<file path="src/rtl/pfc_pkg.sv">
package pfc_pkg;

    typedef enum logic [2:0] {
        CMD_NEXT   = 3'd0,
        CMD_ALU    = 3'd1,
        CMD_JUMP   = 3'd2,
        CMD_BRANCH = 3'd3,
        CMD_CALL   = 3'd4,
        CMD_RET    = 3'd5,
        CMD_RETI   = 3'd6,
        CMD_INTCTL = 3'd7
    } pfc_cmd_e;

    typedef enum logic [1:0] {
        COND_Z  = 2'b00,
        COND_NZ = 2'b01,
        COND_C  = 2'b10,
        COND_NC = 2'b11
    } pfc_cond_e;

    typedef enum logic {
        ST_RUN   = 1'b0,
        ST_ENTER = 1'b1
    } pfc_state_e;

endpackage

</file>
<file path="src/rtl/pfc_cond.sv">
module pfc_cond
    import pfc_pkg::*;
(
    input  logic [1:0] cond_sel,
    input  logic       carry,
    input  logic       zero,
    output logic       take
);

    always_comb begin
        unique case (pfc_cond_e'(cond_sel))
            COND_Z:  take = zero;
            COND_NZ: take = !zero;
            COND_C:  take = carry;
            COND_NC: take = !carry;
        endcase
    end

endmodule

</file>
<file path="src/rtl/pfc_stack.sv">
module pfc_stack #(
    parameter int W     = 12,
    parameter int DEPTH = 4
) (
    input  logic         clk,
    input  logic         rst_n,
    input  logic         push,
    input  logic         pop,
    input  logic [W-1:0] din,
    output logic [W-1:0] top,
    output logic         empty,
    output logic         full
);

    localparam int PW = (DEPTH > 1) ? $clog2(DEPTH) : 1;
    localparam int CW = $clog2(DEPTH + 1);

    logic [PW-1:0] wr_ptr_q;
    logic [PW-1:0] rd_idx;
    logic [CW-1:0] cnt_q;
    logic [W-1:0]  slots [DEPTH];

    assign empty  = (cnt_q == '0);
    assign full   = (cnt_q == CW'(DEPTH));
    assign rd_idx = (wr_ptr_q == '0) ? PW'(DEPTH - 1) : wr_ptr_q - 1'b1;
    assign top    = empty ? '0 : slots[rd_idx];

    for (genvar g = 0; g < DEPTH; g++) begin : g_slot
        logic [W-1:0] slot_q;
        always_ff @(posedge clk or negedge rst_n) begin
            if (!rst_n) begin
                slot_q <= '0;
            end else if (push && wr_ptr_q == PW'(g)) begin
                slot_q <= din;
            end
        end
        assign slots[g] = slot_q;
    end

    always_ff @(posedge clk or negedge rst_n) begin
        if (!rst_n) begin
            wr_ptr_q <= '0;
            cnt_q    <= '0;
        end else if (push) begin
            wr_ptr_q <= (wr_ptr_q == PW'(DEPTH - 1)) ? '0 : wr_ptr_q + 1'b1;
            if (!full) cnt_q <= cnt_q + 1'b1;
        end else if (pop && !empty) begin
            wr_ptr_q <= rd_idx;
            cnt_q    <= cnt_q - 1'b1;
        end
    end

endmodule

</file>
<file path="src/rtl/pfc_top.sv">
module pfc_top
    import pfc_pkg::*;
#(
    parameter int PC_W      = 10,
    parameter int STK_DEPTH = 4,
    parameter int VEC_ADDR  = 8
) (
    input  logic            clk,
    input  logic            rst_n,
    input  logic            instr_done,
    input  logic [2:0]      cmd,
    input  logic [1:0]      cond_sel,
    input  logic [PC_W-1:0] target,
    input  logic            alu_carry,
    input  logic            alu_zero,
    input  logic            irq_req,
    output logic [PC_W-1:0] pc_o,
    output logic            busy_o,
    output logic            carry_o,
    output logic            zero_o,
    output logic            ie_o,
    output logic            stk_err_o
);

    localparam int EW = PC_W + 2;

    pfc_state_e      state_q, state_d;
    logic [PC_W-1:0] pc_q, pc_d, pc_inc;
    logic            c_q, c_d, z_q, z_d, ie_q, ie_d, err_q, err_d;
    logic            push, pop, stk_empty, stk_full, take;
    logic [EW-1:0]   push_data, stk_top;

    pfc_cond u_cond (
        .cond_sel (cond_sel),
        .carry    (c_q),
        .zero     (z_q),
        .take     (take)
    );

    pfc_stack #(.W(EW), .DEPTH(STK_DEPTH)) u_stack (
        .clk   (clk),
        .rst_n (rst_n),
        .push  (push),
        .pop   (pop),
        .din   (push_data),
        .top   (stk_top),
        .empty (stk_empty),
        .full  (stk_full)
    );

    assign pc_inc = pc_q + 1'b1;

    // State register
    always_ff @(posedge clk or negedge rst_n) begin
        if (!rst_n) state_q <= ST_RUN;
        else        state_q <= state_d;
    end

    // Datapath registers
    always_ff @(posedge clk or negedge rst_n) begin
        if (!rst_n) begin
            pc_q  <= '0;
            c_q   <= 1'b0;
            z_q   <= 1'b0;
            ie_q  <= 1'b0;
            err_q <= 1'b0;
        end else begin
            pc_q  <= pc_d;
            c_q   <= c_d;
            z_q   <= z_d;
            ie_q  <= ie_d;
            err_q <= err_d;
        end
    end

    // Next-state and datapath decisions
    always_comb begin
        state_d   = state_q;
        pc_d      = pc_q;
        c_d       = c_q;
        z_d       = z_q;
        ie_d      = ie_q;
        push      = 1'b0;
        pop       = 1'b0;
        push_data = {c_q, z_q, pc_q};
        unique case (state_q)
            ST_RUN: begin
                if (instr_done) begin
                    unique case (pfc_cmd_e'(cmd))
                        CMD_NEXT: pc_d = pc_inc;
                        CMD_ALU: begin
                            pc_d = pc_inc;
                            c_d  = alu_carry;
                            z_d  = alu_zero;
                        end
                        CMD_JUMP:   pc_d = target;
                        CMD_BRANCH: pc_d = take ? target : pc_inc;
                        CMD_CALL: begin
                            push      = 1'b1;
                            push_data = {c_q, z_q, pc_inc};
                            pc_d      = target;
                        end
                        CMD_RET: begin
                            pop  = 1'b1;
                            pc_d = stk_top[PC_W-1:0];
                        end
                        CMD_RETI: begin
                            pop  = 1'b1;
                            pc_d = stk_top[PC_W-1:0];
                            c_d  = stk_top[PC_W+1];
                            z_d  = stk_top[PC_W];
                            ie_d = 1'b1;
                        end
                        CMD_INTCTL: begin
                            pc_d = pc_inc;
                            ie_d = cond_sel[0];
                        end
                    endcase
                    if (irq_req && ie_d) state_d = ST_ENTER;
                end
            end
            ST_ENTER: begin
                push      = 1'b1;
                push_data = {c_q, z_q, pc_q};
                pc_d      = PC_W'(VEC_ADDR);
                ie_d      = 1'b0;
                state_d   = ST_RUN;
            end
        endcase
        err_d = err_q | (push && stk_full) | (pop && stk_empty);
    end

    // Outputs
    always_comb begin
        pc_o      = pc_q;
        busy_o    = (state_q == ST_ENTER);
        carry_o   = c_q;
        zero_o    = z_q;
        ie_o      = ie_q;
        stk_err_o = err_q;
    end

endmodule

</file>
<file path="config.mk">
export PLATFORM = sky130hd
export DESIGN_NAME = pfc_top
export DESIGN_NICKNAME = d
export VERILOG_FILES = /design/src/rtl/pfc_pkg.sv /design/src/rtl/pfc_cond.sv /design/src/rtl/pfc_stack.sv /design/src/rtl/pfc_top.sv
export SDC_FILE = /design/constraint.sdc
export NUM_CORES = 1
export LEC_CHECK = 0
export BUFFER_PORTS_ARGS = -buffer_cell sky130_fd_sc_hd__buf_2
export CORE_ASPECT_RATIO = 1.5
export CORE_MARGIN = 3
export CORE_UTILIZATION = 55
export DETAILED_ROUTE_END_ITERATION = 10
export PLACE_DENSITY = 0.76
export SKIP_LAST_GASP = 1
export SYNTH_ARGS = -nofsm -noshare
export SYNTH_HDL_FRONTEND = slang
export SYNTH_SLANG_ARGS = --single-unit
</file>
<file path="constraint.sdc">
create_clock -name clk -period 2.7 [get_ports clk]
set_input_delay 0.54 -clock clk [delete_from_list [all_inputs] [get_ports clk]]
set_output_delay 0.54 -clock clk [all_outputs]
set_load 0.02 [all_outputs]
</file>
==> impl_metrics.toml <==
[detailed_routing]
remaining_drc_errors = 0
finalWirelength_mm = 8.52
drtAntennaViolNets = 0
routedWlPerCell_um = 18.7
drt-pass1-iter-count = 4
initialDrtViolationCount = 138
route.detailed.vias_per_inst = 6.07
vias = 2766

[global_routing]
grt_pass1_wl_mm = 14.1
grt.total_usage = 0.246
number_of_antenna_violations_at_the_first_check_in_global_routing = 0
number_of_global_route_vias_before_repair = 2786
grt_start_max_net_pins = 40
grt-ovfl-total = 0

[finish]
ff_latch_area_sq_mm = 0.00170
antennaDiodeCount = 0
layout-drive-gt1-share = 0.233
nets = 404
fillerInstances = 529
stdcell_count = 456
multi_input_comb_area_sq_mm = 0.00174
syn_to_final_growth_pct = 11.5

[placement]
hpwlAfterDp_mm = 6.00
number_of_input_and_output_port_buffers_inserted = 35
gpl.final_weighted_congestion = 0.880
dpl.cell_count = 440

[power_and_ir_drop]
cellInternalPower_w = 0.00268
p_leak_nw = 1.77
power.switching_fraction = 0.384
vdd.ir_drop.worst_uv = 574
power.net_switching_w = 0.00167
power.share.sequential = 0.414
power.combinational.fraction = 0.389
power.density_mw_per_mm2 = 1090
p_clk_frac = 0.196

[die]
die_w_um = 72.0
fp.dieH_um = 105
fp-row-count = 35
ios = 36
initial_standard_cell_utilization_of_the_core = 0.577
floorplan.die_area_sq_mm = 0.00755
coreArea_sq_mm = 0.00622

[timing]
post-route-min-period_ns = 2.23
clock_tree_skew_after_final_layout_ns = 0.0117
tightest_slew_ns = 0.690
final-setup-viol-count = 0
rsz0062_at_grt = "no"
fmax_ghz = 0.448
final-max-slew-violation-count = 0
final.period_utilization = 0.826
hold_violations = 0
maxSlewHeadroom = 0.540
fin_setup_tns_ns = 0

[logic_synthesis]
average_cell_area_after_synthesis_sq_um = 10.3
yosysWarnings = 0
synth_area_sq_mm = 0.00359
asyncSetResetFlopFracSynth = 1.00
yosysTopAreaCellShare = 0.474
synth_sequential_area_ratio = 0.474
post_synth_inst_count = 348
synth-edff-count = 0
synth_largest_area_cell = "sky130_fd_sc_hd__dfrtp_1"
postSynthNetCount = 375
synth_top_cells_by_area = "sky130_fd_sc_hd__dfrtp_1 47%, sky130_fd_sc_hd__mux4_2 7.5%, sky130_fd_sc_hd__nand2_1 6.2%"
synth_cell_types = 46
postSynth.topFlopCell = "sky130_fd_sc_hd__dfrtp_1"
ys_seq_elements = 68

[cts]
ctsRootBufferMaster = "sky130_fd_sc_hd__clkbuf_8"
htree_depth = 3
clock_sinks = 68
cts_tree = "done"
cts.path.max_buffers = 2
cts_resized = 0
cts_made_buffers = 9
path_clk_slew_ns = 0.08
count_of_hold_fix_buffers_inserted_at_cts = 0
clk_latency_ns = 0.36
post_cts_buffers = 0

[setup_path]
timing.critical_path.to_type = "flop"
critical-path-max-stage-delay_ns = 0.53
startpoint_type = "flop"
required_ns = 2.95
signal_arrival_time_at_the_worst_endpoint_ns = 2.48
slowest_cell_on_the_critical_path = "sky130_fd_sc_hd__mux4_2"
crit_chain = "inv_1 > ha_1 > nor2_2 > buf_4 > mux4_2 > a22o_1 > mux2_2"
timing.critical_path.fanout_max = 12
worst-setup-path-type = "flop to flop"

[status]
run_status = "completed"

[hold_path]
hold_crit_path_type = "primary input to async pin"

[job]
maxCapViolCount = 0
-- stage by stage --
stage,cell area (sq um),setup WS [ns],util,power (W),hold WS (ns)
2_1_floorplan,3590,0.627,-,0.00300,0.244
3_3_place_gp,3800,0.545,0.611,0.00343,0.446
3_5_place_dp,3800,0.476,0.611,0.00350,0.451
4_1_cts,4000,0.464,0.643,0.00435,0.241
5_1_grt,4000,0.335,0.643,0.00463,0.258
6_report,4000,0.470,0.643,0.00434,0.215
-- logic make-up (layout without fill, tap and decap cells) --
family / count (synthesis) / in the layout / synth area share
multiplexers: 25 / 25 / 0.115
flip-flops: 68 / 68 / 0.474
AND/OR/NAND/NOR: 102 / 102 / 0.128
XOR/XNOR: 21 / 21 / 0.0512
buffers and inverters: 32 / 66 / 0.0425
adder cells (fa/ha/maj): 6 / 6 / 0.0230
AO/OA/AOI/OAI: 94 / 94 / 0.167
-- layout make-up --
class                   instances  share of cell area
flip-flops and latches         68               0.425
repair buffers                 42              0.0600
multi-input cells             248               0.434
clock inverters                 6              0.0159
clock buffers                  10              0.0344
inverters                       8             0.00750
well taps                      74              0.0231
-- flip-flops by register name, summed over array words and instances (netlist names) --
name and count:
busy_o 1, carry_o 1, ie_o 1, pc_o 10, stk_err_o 1, u_stack.cnt_q 3, u_stack.g_slot.slot_q 48, u_stack.wr_ptr_q 2
zero_o 1
-- path summary, 6_finish.rpt --
kind | from | to | slack (ns) | depth (start not counted)
max | u_stack.wr_ptr_q[0]$_DFFE_PN0P_ | zero_o$_DFFE_PN0P_ | 0.47 | 7
min | rst_n | u_stack.g_slot[2].slot_q[11]$_DFFE_PN0P_ | 0.21 | 1
max reg2reg | u_stack.wr_ptr_q[0]$_DFFE_PN0P_ | zero_o$_DFFE_PN0P_ | 0.47 | 7
min reg2reg | stk_err_o$_DFF_PN0_ | stk_err_o$_DFF_PN0_ | 0.46 | 1
max in group asynchronous | rst_n | pc_o[7]$_DFFE_PN0P_ | 1.81 | 2
min in group clk | irq_req | busy_o$_DFF_PN0_ | 0.40 | 3
-- power by group through the flow --
stage	sequential, W	combinational (W)	clock, W
finish	0.00180	0.00169	0.000852
global route	0.00185	0.00186	0.000913
CTS	0.00179	0.00170	0.000861
detailed placement	0.00181	0.00169	0
global placement	0.00179	0.00165	0
floorplan	0.00175	0.00124	0
-- metal layers --
metal  GRT usage  vias up  part of all wire
li1            -     1298                 -
met5           0        -                 0
met3      0.0491       22             0.047
met1       0.313     1367              0.41
met4       0.117        0             0.039
met2       0.397       79              0.51
-- synth_stat cells, types with 2 or more instances --
master and count:
sky130_fd_sc_hd__o21ai_1 2, sky130_fd_sc_hd__and4_1 2, sky130_fd_sc_hd__buf_4 4, sky130_fd_sc_hd__mux2i_1 3, sky130_fd_sc_hd__mux4_2 12, sky130_fd_sc_hd__nand3_1 8
sky130_fd_sc_hd__a311oi_1 2, sky130_fd_sc_hd__dfrtp_1 68, sky130_fd_sc_hd__nand4_1 2, sky130_fd_sc_hd__a32oi_1 2, sky130_fd_sc_hd__ha_1 5, sky130_fd_sc_hd__clkbuf_1 11
sky130_fd_sc_hd__a21oi_1 9, sky130_fd_sc_hd__o21ai_0 44, sky130_fd_sc_hd__a221oi_1 2, sky130_fd_sc_hd__o21bai_1 5, sky130_fd_sc_hd__nand2_2 4, sky130_fd_sc_hd__a211oi_1 2
sky130_fd_sc_hd__a22o_1 3, sky130_fd_sc_hd__xnor2_1 14, sky130_fd_sc_hd__o211ai_1 2, sky130_fd_sc_hd__nand2_1 59, sky130_fd_sc_hd__inv_1 8, sky130_fd_sc_hd__mux2_2 10
sky130_fd_sc_hd__buf_2 8, sky130_fd_sc_hd__a22oi_1 9, sky130_fd_sc_hd__a31oi_1 5, sky130_fd_sc_hd__nor3_1 4, sky130_fd_sc_hd__xor2_1 7, sky130_fd_sc_hd__nor2_1 16
-- cell usage in the layout, fill, tap and decap left out, drive strengths merged, types with 5 or more instances in the layout --
master / instances
mux2: 10
ha: 5
o21bai: 5
inv: 8
mux4: 12
a31oi: 5
xnor2: 14
buf: 42
nand2: 63
o21ai: 46
dfrtp: 68
a22oi: 9
xor2: 7
a21oi: 9
clkbuf: 10
nand3: 8
nor3: 5
nor2: 17
-- critical path, delay by kind of cell (launching register included) --
family | cells | cell delay (ns)
AO/OA/AOI/OAI | 1 | 0.20
flip-flops | 1 | 0.42
adder cells (fa/ha/maj) | 1 | 0.25
AND/OR/NAND/NOR | 1 | 0.09
buffers and inverters | 2 | 0.37
multiplexers | 2 | 0.79
(Power assumes the default switching activity.)
